### config.mk
export PLATFORM = sky130hd
export DESIGN_NAME = symfir_top
export DESIGN_NICKNAME = d
export VERILOG_FILES = /design/src/rtl/symfir_pkg.sv /design/src/rtl/symfir_coef_bank.sv /design/src/rtl/symfir_delay_line.sv /design/src/rtl/symfir_preadd.sv /design/src/rtl/symfir_mac.sv /design/src/rtl/symfir_top.sv
export SDC_FILE = /design/constraint.sdc
export NUM_CORES = 1
export LEC_CHECK = 0
export BUFFER_PORTS_ARGS = -buffer_cell sky130_fd_sc_hd__buf_4
export CAP_MARGIN = 30
export CORE_UTILIZATION = 55
export DETAILED_ROUTE_END_ITERATION = 6
export GPL_ROUTABILITY_DRIVEN = 0
export PLACE_DENSITY = 0.71
export SYNTH_ARGS = -nofsm -noshare
export SYNTH_HDL_FRONTEND = slang
export SYNTH_HIERARCHICAL = 1
export SYNTH_SLANG_ARGS = --single-unit
### constraint.sdc
create_clock -name clk -period 13.95 [get_ports clk]
set_clock_uncertainty 0.1 [all_clocks]
set_input_delay 2.0925 -clock clk [delete_from_list [all_inputs] [get_ports clk]]
set_output_delay 2.0925 -clock clk [all_outputs]
set_load 0.02 [all_outputs]
### src/rtl/symfir_pkg.sv
package symfir_pkg;

    // number of distinct weights for a mirrored set of taps
    function automatic int uniq_count(input int taps);
        return (taps + 1) / 2;
    endfunction

    // number of mirrored tap pairs that share one multiplier
    function automatic int pair_count(input int taps);
        return taps / 2;
    endfunction

    // growth in bits from summing the given number of products
    function automatic int sum_growth(input int terms);
        return (terms <= 1) ? 0 : $clog2(terms);
    endfunction

endpackage

### src/rtl/symfir_coef_bank.sv
module symfir_coef_bank
    import symfir_pkg::*;
#(
    parameter int NTAPS  = 7,
    parameter int COEF_W = 8,
    parameter int ADDR_W = 3,
    localparam int NUNIQ = uniq_count(NTAPS)
) (
    input  logic                          clk,
    input  logic                          rst,
    input  logic                          wr_en,
    input  logic [ADDR_W-1:0]             wr_addr,
    input  logic [COEF_W-1:0]             wr_data,
    output logic [NUNIQ-1:0][COEF_W-1:0]  h_q
);

    localparam logic [ADDR_W-1:0] LAST_IDX = ADDR_W'(NUNIQ - 1);

    // one register per distinct weight; the mirror tap reads the same one
    for (genvar g = 0; g < NUNIQ; g++) begin : g_slot
        always_ff @(posedge clk) begin
            if (rst) begin
                h_q[g] <= '0;
            end else if (wr_en && (wr_addr == ADDR_W'(g))) begin
                h_q[g] <= wr_data;
            end
        end
    end

    // an index past the last distinct weight leaves the bank untouched
    a_r3_oob_ignored: assert property (@(posedge clk) disable iff (rst)
        (wr_en && (wr_addr > LAST_IDX)) |=> $stable(h_q));

endmodule

### src/rtl/symfir_delay_line.sv
module symfir_delay_line #(
    parameter int NTAPS  = 7,
    parameter int DATA_W = 8
) (
    input  logic                          clk,
    input  logic                          rst,
    input  logic                          shift_en,
    input  logic [DATA_W-1:0]             din,
    output logic [NTAPS-1:0][DATA_W-1:0]  taps,
    output logic                          fresh
);

    // tap 0 is the newest sample; the line only moves on an accepted sample
    always_ff @(posedge clk) begin
        if (rst) begin
            taps  <= '0;
            fresh <= 1'b0;
        end else begin
            fresh <= shift_en;
            if (shift_en) begin
                taps <= {taps[NTAPS-2:0], din};
            end
        end
    end

    // an idle strobe keeps every tap where it was
    a_r6_line_frozen: assert property (@(posedge clk) disable iff (rst)
        !shift_en |=> $stable(taps));

endmodule

### src/rtl/symfir_preadd.sv
module symfir_preadd
    import symfir_pkg::*;
#(
    parameter int NTAPS  = 7,
    parameter int DATA_W = 8,
    localparam int NUNIQ = uniq_count(NTAPS),
    localparam int NPAIR = pair_count(NTAPS)
) (
    input  logic                          clk,
    input  logic                          rst,
    input  logic                          en,
    input  logic [NTAPS-1:0][DATA_W-1:0]  taps,
    output logic [NUNIQ-1:0][DATA_W:0]    sums,
    output logic                          sums_vld
);

    logic [NUNIQ-1:0][DATA_W:0] sums_d;

    // mirrored pairs are summed one bit wider; an unpaired centre is only sign-extended
    always_comb begin
        for (int k = 0; k < NUNIQ; k++) begin
            if (k < NPAIR) begin
                sums_d[k] = {taps[k][DATA_W-1], taps[k]}
                          + {taps[NTAPS-1-k][DATA_W-1], taps[NTAPS-1-k]};
            end else begin
                sums_d[k] = {taps[k][DATA_W-1], taps[k]};
            end
        end
    end

    always_ff @(posedge clk) begin
        if (rst) begin
            sums     <= '0;
            sums_vld <= 1'b0;
        end else begin
            sums_vld <= en;
            if (en) begin
                sums <= sums_d;
            end
        end
    end

endmodule

### src/rtl/symfir_mac.sv
module symfir_mac #(
    parameter int NUNIQ  = 4,
    parameter int DATA_W = 8,
    parameter int COEF_W = 8,
    parameter int ACC_W  = 19
) (
    input  logic                          clk,
    input  logic                          rst,
    input  logic                          en,
    input  logic [NUNIQ-1:0][DATA_W:0]    sums,
    input  logic [NUNIQ-1:0][COEF_W-1:0]  h,
    output logic [ACC_W-1:0]              acc,
    output logic                          acc_vld
);

    localparam int PROD_W = DATA_W + 1 + COEF_W;

    logic signed [PROD_W-1:0] prod [NUNIQ];
    logic signed [ACC_W-1:0]  total;

    // one multiplier per distinct weight
    always_comb begin
        for (int k = 0; k < NUNIQ; k++) begin
            prod[k] = PROD_W'($signed(sums[k])) * PROD_W'($signed(h[k]));
        end
    end

    always_comb begin
        total = '0;
        for (int k = 0; k < NUNIQ; k++) begin
            total = total + ACC_W'(prod[k]);
        end
    end

    always_ff @(posedge clk) begin
        if (rst) begin
            acc     <= '0;
            acc_vld <= 1'b0;
        end else begin
            acc_vld <= en;
            if (en) begin
                acc <= total;
            end
        end
    end

endmodule

### src/rtl/symfir_top.sv
module symfir_top
    import symfir_pkg::*;
#(
    parameter int NTAPS  = 7,
    parameter int DATA_W = 8,
    parameter int COEF_W = 8,
    localparam int NUNIQ  = uniq_count(NTAPS),
    localparam int ADDR_W = (NTAPS <= 2) ? 1 : $clog2(NTAPS),
    localparam int ACC_W  = DATA_W + 1 + COEF_W + sum_growth(NUNIQ)
) (
    input  logic              clk,
    input  logic              rst,
    input  logic              coef_we,
    input  logic [ADDR_W-1:0] coef_addr,
    input  logic [COEF_W-1:0] coef_data,
    input  logic              in_valid,
    input  logic [DATA_W-1:0] in_data,
    output logic              out_valid,
    output logic [ACC_W-1:0]  out_data
);

    logic [NUNIQ-1:0][COEF_W-1:0] h_q;
    logic [NTAPS-1:0][DATA_W-1:0] taps;
    logic                         line_vld;
    logic [NUNIQ-1:0][DATA_W:0]   pair_sums;
    logic                         sums_vld;

    symfir_coef_bank #(
        .NTAPS  (NTAPS),
        .COEF_W (COEF_W),
        .ADDR_W (ADDR_W)
    ) u_bank (
        .clk     (clk),
        .rst     (rst),
        .wr_en   (coef_we),
        .wr_addr (coef_addr),
        .wr_data (coef_data),
        .h_q     (h_q)
    );

    symfir_delay_line #(
        .NTAPS  (NTAPS),
        .DATA_W (DATA_W)
    ) u_line (
        .clk      (clk),
        .rst      (rst),
        .shift_en (in_valid),
        .din      (in_data),
        .taps     (taps),
        .fresh    (line_vld)
    );

    symfir_preadd #(
        .NTAPS  (NTAPS),
        .DATA_W (DATA_W)
    ) u_pre (
        .clk      (clk),
        .rst      (rst),
        .en       (line_vld),
        .taps     (taps),
        .sums     (pair_sums),
        .sums_vld (sums_vld)
    );

    symfir_mac #(
        .NUNIQ  (NUNIQ),
        .DATA_W (DATA_W),
        .COEF_W (COEF_W),
        .ACC_W  (ACC_W)
    ) u_mac (
        .clk     (clk),
        .rst     (rst),
        .en      (sums_vld),
        .sums    (pair_sums),
        .h       (h_q),
        .acc     (out_data),
        .acc_vld (out_valid)
    );

    // an accepted sample comes out three edges later
    a_r5_sample_yields_output: assert property (@(posedge clk) disable iff (rst)
        in_valid |-> ##3 out_valid);

    // no output without a sample three edges earlier
    a_r5_no_spurious_output: assert property (@(posedge clk) disable iff (rst)
        !in_valid |-> ##3 !out_valid);

    // the result register holds between outputs
    a_r9_result_held: assert property (@(posedge clk) disable iff (rst)
        !out_valid |-> $stable(out_data));

endmodule

After elaboration in Yosys (flattened, before gate mapping)
Cells that the tools add are included.

storage, ports and cells
  register bits after elaboration = 145
  word-level logic and storage cells = 37

cells by class
  add/sub/neg operators = 6
  multipliers = 4
  equal/unequal tests = 3
  reduce and logical (&&, ||, !) cells = 5

operators with widths
  cell                number
  $mul 9x8->17        3
  $add 8x8->9         3
  $add 18x17->19      1
  $add 19x16->19      1
  $add 17x17->18      1
  $mul 8x8->16        1
  $eq 3x2->1 const B  2
  $logic_and 1x1->1   4
  $eq 3x1->1 const B  1
  $logic_not 3->1     1

Depth between registers and ports, before layout
  word-level depth = 4
  depth in mapped cells = 26

Modules after synthesis
The synthesis kept the hierarchy.

modules (own cells, without submodules)
  module             instances  cells each  area each (um2)
  symfir_mac         1          1277        12509.5
  symfir_preadd      1          257         2367.3
  symfir_delay_line  1          183         2049.5
  symfir_coef_bank   1          117         1307.5

Worst setup path after synthesis
No wires, ideal clock.

  path kind = register to register
  start point = register u_pre/sums[17] (netlist name)
  end point = register u_mac.acc[18]
  library setup time = 0.079 ns
  arrival = 6.509 ns
  required time = 13.771 ns
  path slack = 7.262 ns
  stages on the path, launching flop included = 23
  path through = dfxtp_1 and2_1 inv_1 fa_1 inv_1 fa_1 fa_1 fa_1 fa_1 fa_1 fa_1 inv_1 fa_1 inv_1 ha_1 o21a_1 o21a_1 or2_1 nand2_1 a31oi_1 a311oi_2 xnor2_1 a211oi_2

between the ends
  word-level cells in the longest chain between the ends = 4

ends and longest elaborated chain
  element                   RTL line             source
  start: declaration        symfir_preadd.sv:13  output logic [NUNIQ-1:0][DATA_W:0] sums,
  start signal: assignment  symfir_preadd.sv:38  sums <= sums_d;
  $mul 9x8->17              symfir_mac.sv:24     prod[k] = PROD_W'($signed(sums[k])) * PROD_W'($signed(h[k]));
  $add 17x17->18            symfir_mac.sv:31     total = total + ACC_W'(prod[k]);
  $add 18x17->19            symfir_mac.sv:31
  $add 19x16->19            symfir_mac.sv:31
  end signal: assignment    symfir_mac.sv:42     acc <= total;
  end: declaration          symfir_mac.sv:12     output logic [ACC_W-1:0] acc,

No other way between the ends.
A chain may end at the register's enable or synchronous reset.

Worst setup path after layout
Ends and elaborated chain as after synthesis.

==> flow_summary.json <==
{
  "status": "finished, final reports clean",
  "path_common_cell": "fa_1",
  "dieArea_um2": 33900,
  "synth_area_um2": 18200,
  "drtPass1Iterations": 5,
  "final_antenna_net_count": 0,
  "cp_data_required_time_ps": 14220,
  "crit_slowest_cell": "fa_1",
  "fin_crit_sh": 0.527,
  "root_buffer": "clkbuf_16",
  "drt_iter0_drc": 631,
  "arrival_ps": 7620,
  "synth_top_area_share": 0.385,
  "grt_setup_unrepaired": "false",
  "syn_avg_cell_area_um2": 9.94,
  "fp.dieH_um": 184,
  "vias_per_cell": 5.27,
  "synth_edf_count": 0,
  "synthFlopType": "dfxtp_1",
  "r2r.worst_path.cells": 22,
  "cts-hold-fix-buffers": 0,
  "end_kind": "flip-flop",
  "synth_cell_types": 55,
  "syn2layout_area_growth_pct": 6.77,
  "cts_tree": "built",
  "pin_count": 43,
  "post-route-util": 0.598,
  "wl_mm": 41.8,
  "antenna_cells": 0,
  "setup_ws_ps": 6590,
  "netSwitchingPower_uw": 312,
  "async_flop_share": 0,
  "cts_setup_buffers": 0,
  "ys_seq_elements": 145,
  "critPathMaxStageDelay_ps": 580,
  "htree_levels": 4,
  "grt_antenna_before_repair": 0,
  "postSynthCellCount": 1834,
  "period_minus_slack_ps": 7360,
  "synth_fp_nets": 2332,
  "io_buffers": 42,
  "drc": 0,
  "grt_max_degree": 93,
  "crit_family": "adder cells",
  "coreArea_um2": 32500,
  "numCtsBuffers": 17,
  "final_nets": 2351,
  "clk_pin_slew_ps": 60,
  "grt_usage": 0.268,
  "fp.dieW_um": 184,
  "dp_slack_ps": 6680,
  "pwr-share-seq": 0.413,
  "power_density_nw_per_um2": 54.8,
  "combinationalPowerShare": 0.133,
  "regToRegSetupSlack_ps": 6590,
  "overflow": 0,
  "fin_tns_setup_ps": 0,
  "clkLatencyLatePin_ps": 450,
  "start_util": 0.560,
  "p_leak_nw": 9.25,
  "yosys_warnings": 6,
  "wl_per_cell_um": 18.1,
  "vdd_ir_drop_max_mv": 0.117,
  "final_max_slew_viol_count": 0,
  "path_depth": 22,
  "grt_pass1_wl_mm": 68.9,
  "fin_total_pwr_mw": 1.07,
  "power_switching_share": 0.292,
  "place_hpwl_mm": 34.2,
  "p_int_uw": 755,
  "cts_resized": 0,
  "vias": 12200,
  "crit_type": "flip-flop to flip-flop",
  "hold_viol_final": 0,
  "clkPwrFrac": 0.454,
  "yosysTopAreaCell": "fa_1",
  "rows": 66,
  "clockBufferDepth": 2,
  "grt_pass1_vias": 13300,
  "drive_above_1_share": 0.0477,
  "worstPathCellList": "and2_1 > inv_1 > fa_1 > inv_1 > fa_1 > fa_1 > fa_1 > fa_1 > fa_1 > fa_1 > inv_1 > fa_1 > inv_1 > ha_1 > o21a_1 > o21a_1 > or2_1 > nand2_1 > a31oi_1 > a311oi_2 > xnor2_1 > a211oi_2",
  "cts_sinks": 145,
  "cp_num_buf_inv": 4,
  "worstPathMaxFanout": 9,
  "hp-class": "flip-flop to flip-flop",
  "hold_depth": 2,
  "yosys-top-cells-area": "fa_1 (39%), dfxtp_1 (16%), ha_1 (8.5%)",
  "yosysSeqAreaShare": 0.159,
  "drv_cap": 0,
  "relSlewSlack": 0.379,
  "setup_viol": 0,
  "fmax_ghz": 0.136,
  "worstMarginPinSlew_ps": 931,
  "worstSetupStartpointType": "flip-flop"
}
path summary, 6_finish.rpt:
| check | from | endpoint |
|---|---|---|
| hold / removal | u_mac/acc[16] | u_mac/acc[16] |
| setup / recovery | u_pre/sums[17] | u_mac/acc[18] |
| setup reg to reg | u_pre/sums[17] | u_mac/acc[18] |
| hold reg to reg | u_mac/acc[16] | u_mac/acc[16] |
registers in the layout, indices dropped and copies added (netlist names):
register	count
u_line/fresh	1
u_pre/sums_vld	1
u_mac/acc_vld	1
u_bank/h_q	32
u_line/taps	56
u_mac/acc	19
u_pre/sums	35
cells in the final DEF (no fill, tap or decap), types with 4 or more instances in the layout:
| cell type | count |
|---|---|
| ha_1 | 124 |
| fa_1 | 351 |
| xnor2_1 | 29 |
| nand3b_1 | 5 |
| mux2i_1 | 119 |
| a21oi_1 | 21 |
| inv_6 | 6 |
| buf_4 | 45 |
| dfxtp_1 | 144 |
| o21ai_0 | 13 |
| nand3_1 | 6 |
| a311o_1 | 5 |
| a211oi_1 | 16 |
| o21bai_1 | 6 |
| nand2_1 | 105 |
| o21a_1 | 4 |
| nor3b_1 | 8 |
| a21o_1 | 11 |
| nand4b_1 | 4 |
| xor2_1 | 6 |
| nor2_1 | 117 |
| inv_1 | 395 |
| o221ai_1 | 5 |
| and2_1 | 156 |
| clkbuf_16 | 17 |
| a221oi_1 | 4 |
| nand2b_1 | 74 |
| nor2b_1 | 14 |
through the flow:
stage / hold slack, ps / std cells / area, µm²
3_3_place_gp: 375 / 2275 / 18800
3_5_place_dp: 377 / 2276 / 18900
4_1_cts: 389 / 2308 / 19500
5_1_grt: 407 / 2308 / 19500
2_1_floorplan: 347 / 1834 / 18200
6_report: 386 / 2308 / 19500
power by group through the flow:
| stage | clock (mW) | sequential [mW] | combinational (mW) |
|---|---|---|---|
| final | 0.485 | 0.440 | 0.142 |
| after global routing | 0.512 | 0.442 | 0.157 |
| after CTS | 0.496 | 0.440 | 0.143 |
| after detailed placement | 0 | 0.450 | 0.142 |
| after global placement | 0 | 0.450 | 0.138 |
| after floorplan | 0 | 0.442 | 0.104 |
tightest hold or removal path, delay by kind of cell, from the launching register on:
family	cells	cell delay (ps)
DFF	1	310
and+or+nand+nor	1	60
AOI/OAI and AO/OA	1	60
layout make-up:
class,count,area (µm²)
Tap cell,442,553
Sequential cell,145,2900
Timing Repair Buffer,46,365
Fill cell,2809,13100
Inverter,396,1490
Multi-Input combinational cell,1247,13500
Clock inverter,15,184
Clock buffer,17,425
synth_stat cells (5+ instances only):
master / number
inv_1: 395
fa_1: 351
and2_1: 156
dfxtp_1: 145
ha_1: 124
mux2i_1: 119
nor2_1: 117
nand2_1: 105
nand2b_1: 74
xnor2_1: 29
clkbuf_1: 23
a21oi_1: 21
a211oi_1: 16
nor2b_1: 14
o21ai_0: 13
a21o_1: 11
nor3b_1: 8
buf_2: 7
buf_4: 7
nand3_1: 6
o21bai_1: 6
xor2_1: 6
a311o_1: 5
nand3b_1: 5
o221ai_1: 5
per-layer routing:
layer  global-route usage  share of wire  up-vias
met5                    0              0        -
met4                0.105          0.035        0
met3               0.0301          0.031       70
met2                0.489           0.53      243
met1                0.322           0.40     6225
li1                     -              -     5632
cell families after synthesis:
kind of cell	after synthesis	synth area share
and+or+nand+nor	510	0.147
DFF	145	0.159
AOI/OAI and AO/OA	108	0.0431
adders and majority gates	475	0.470
buffers and inverters	442	0.0977
xor gates and xnor gates	35	0.0168
muxes	119	0.0653
(Power assumes the default switching activity.)
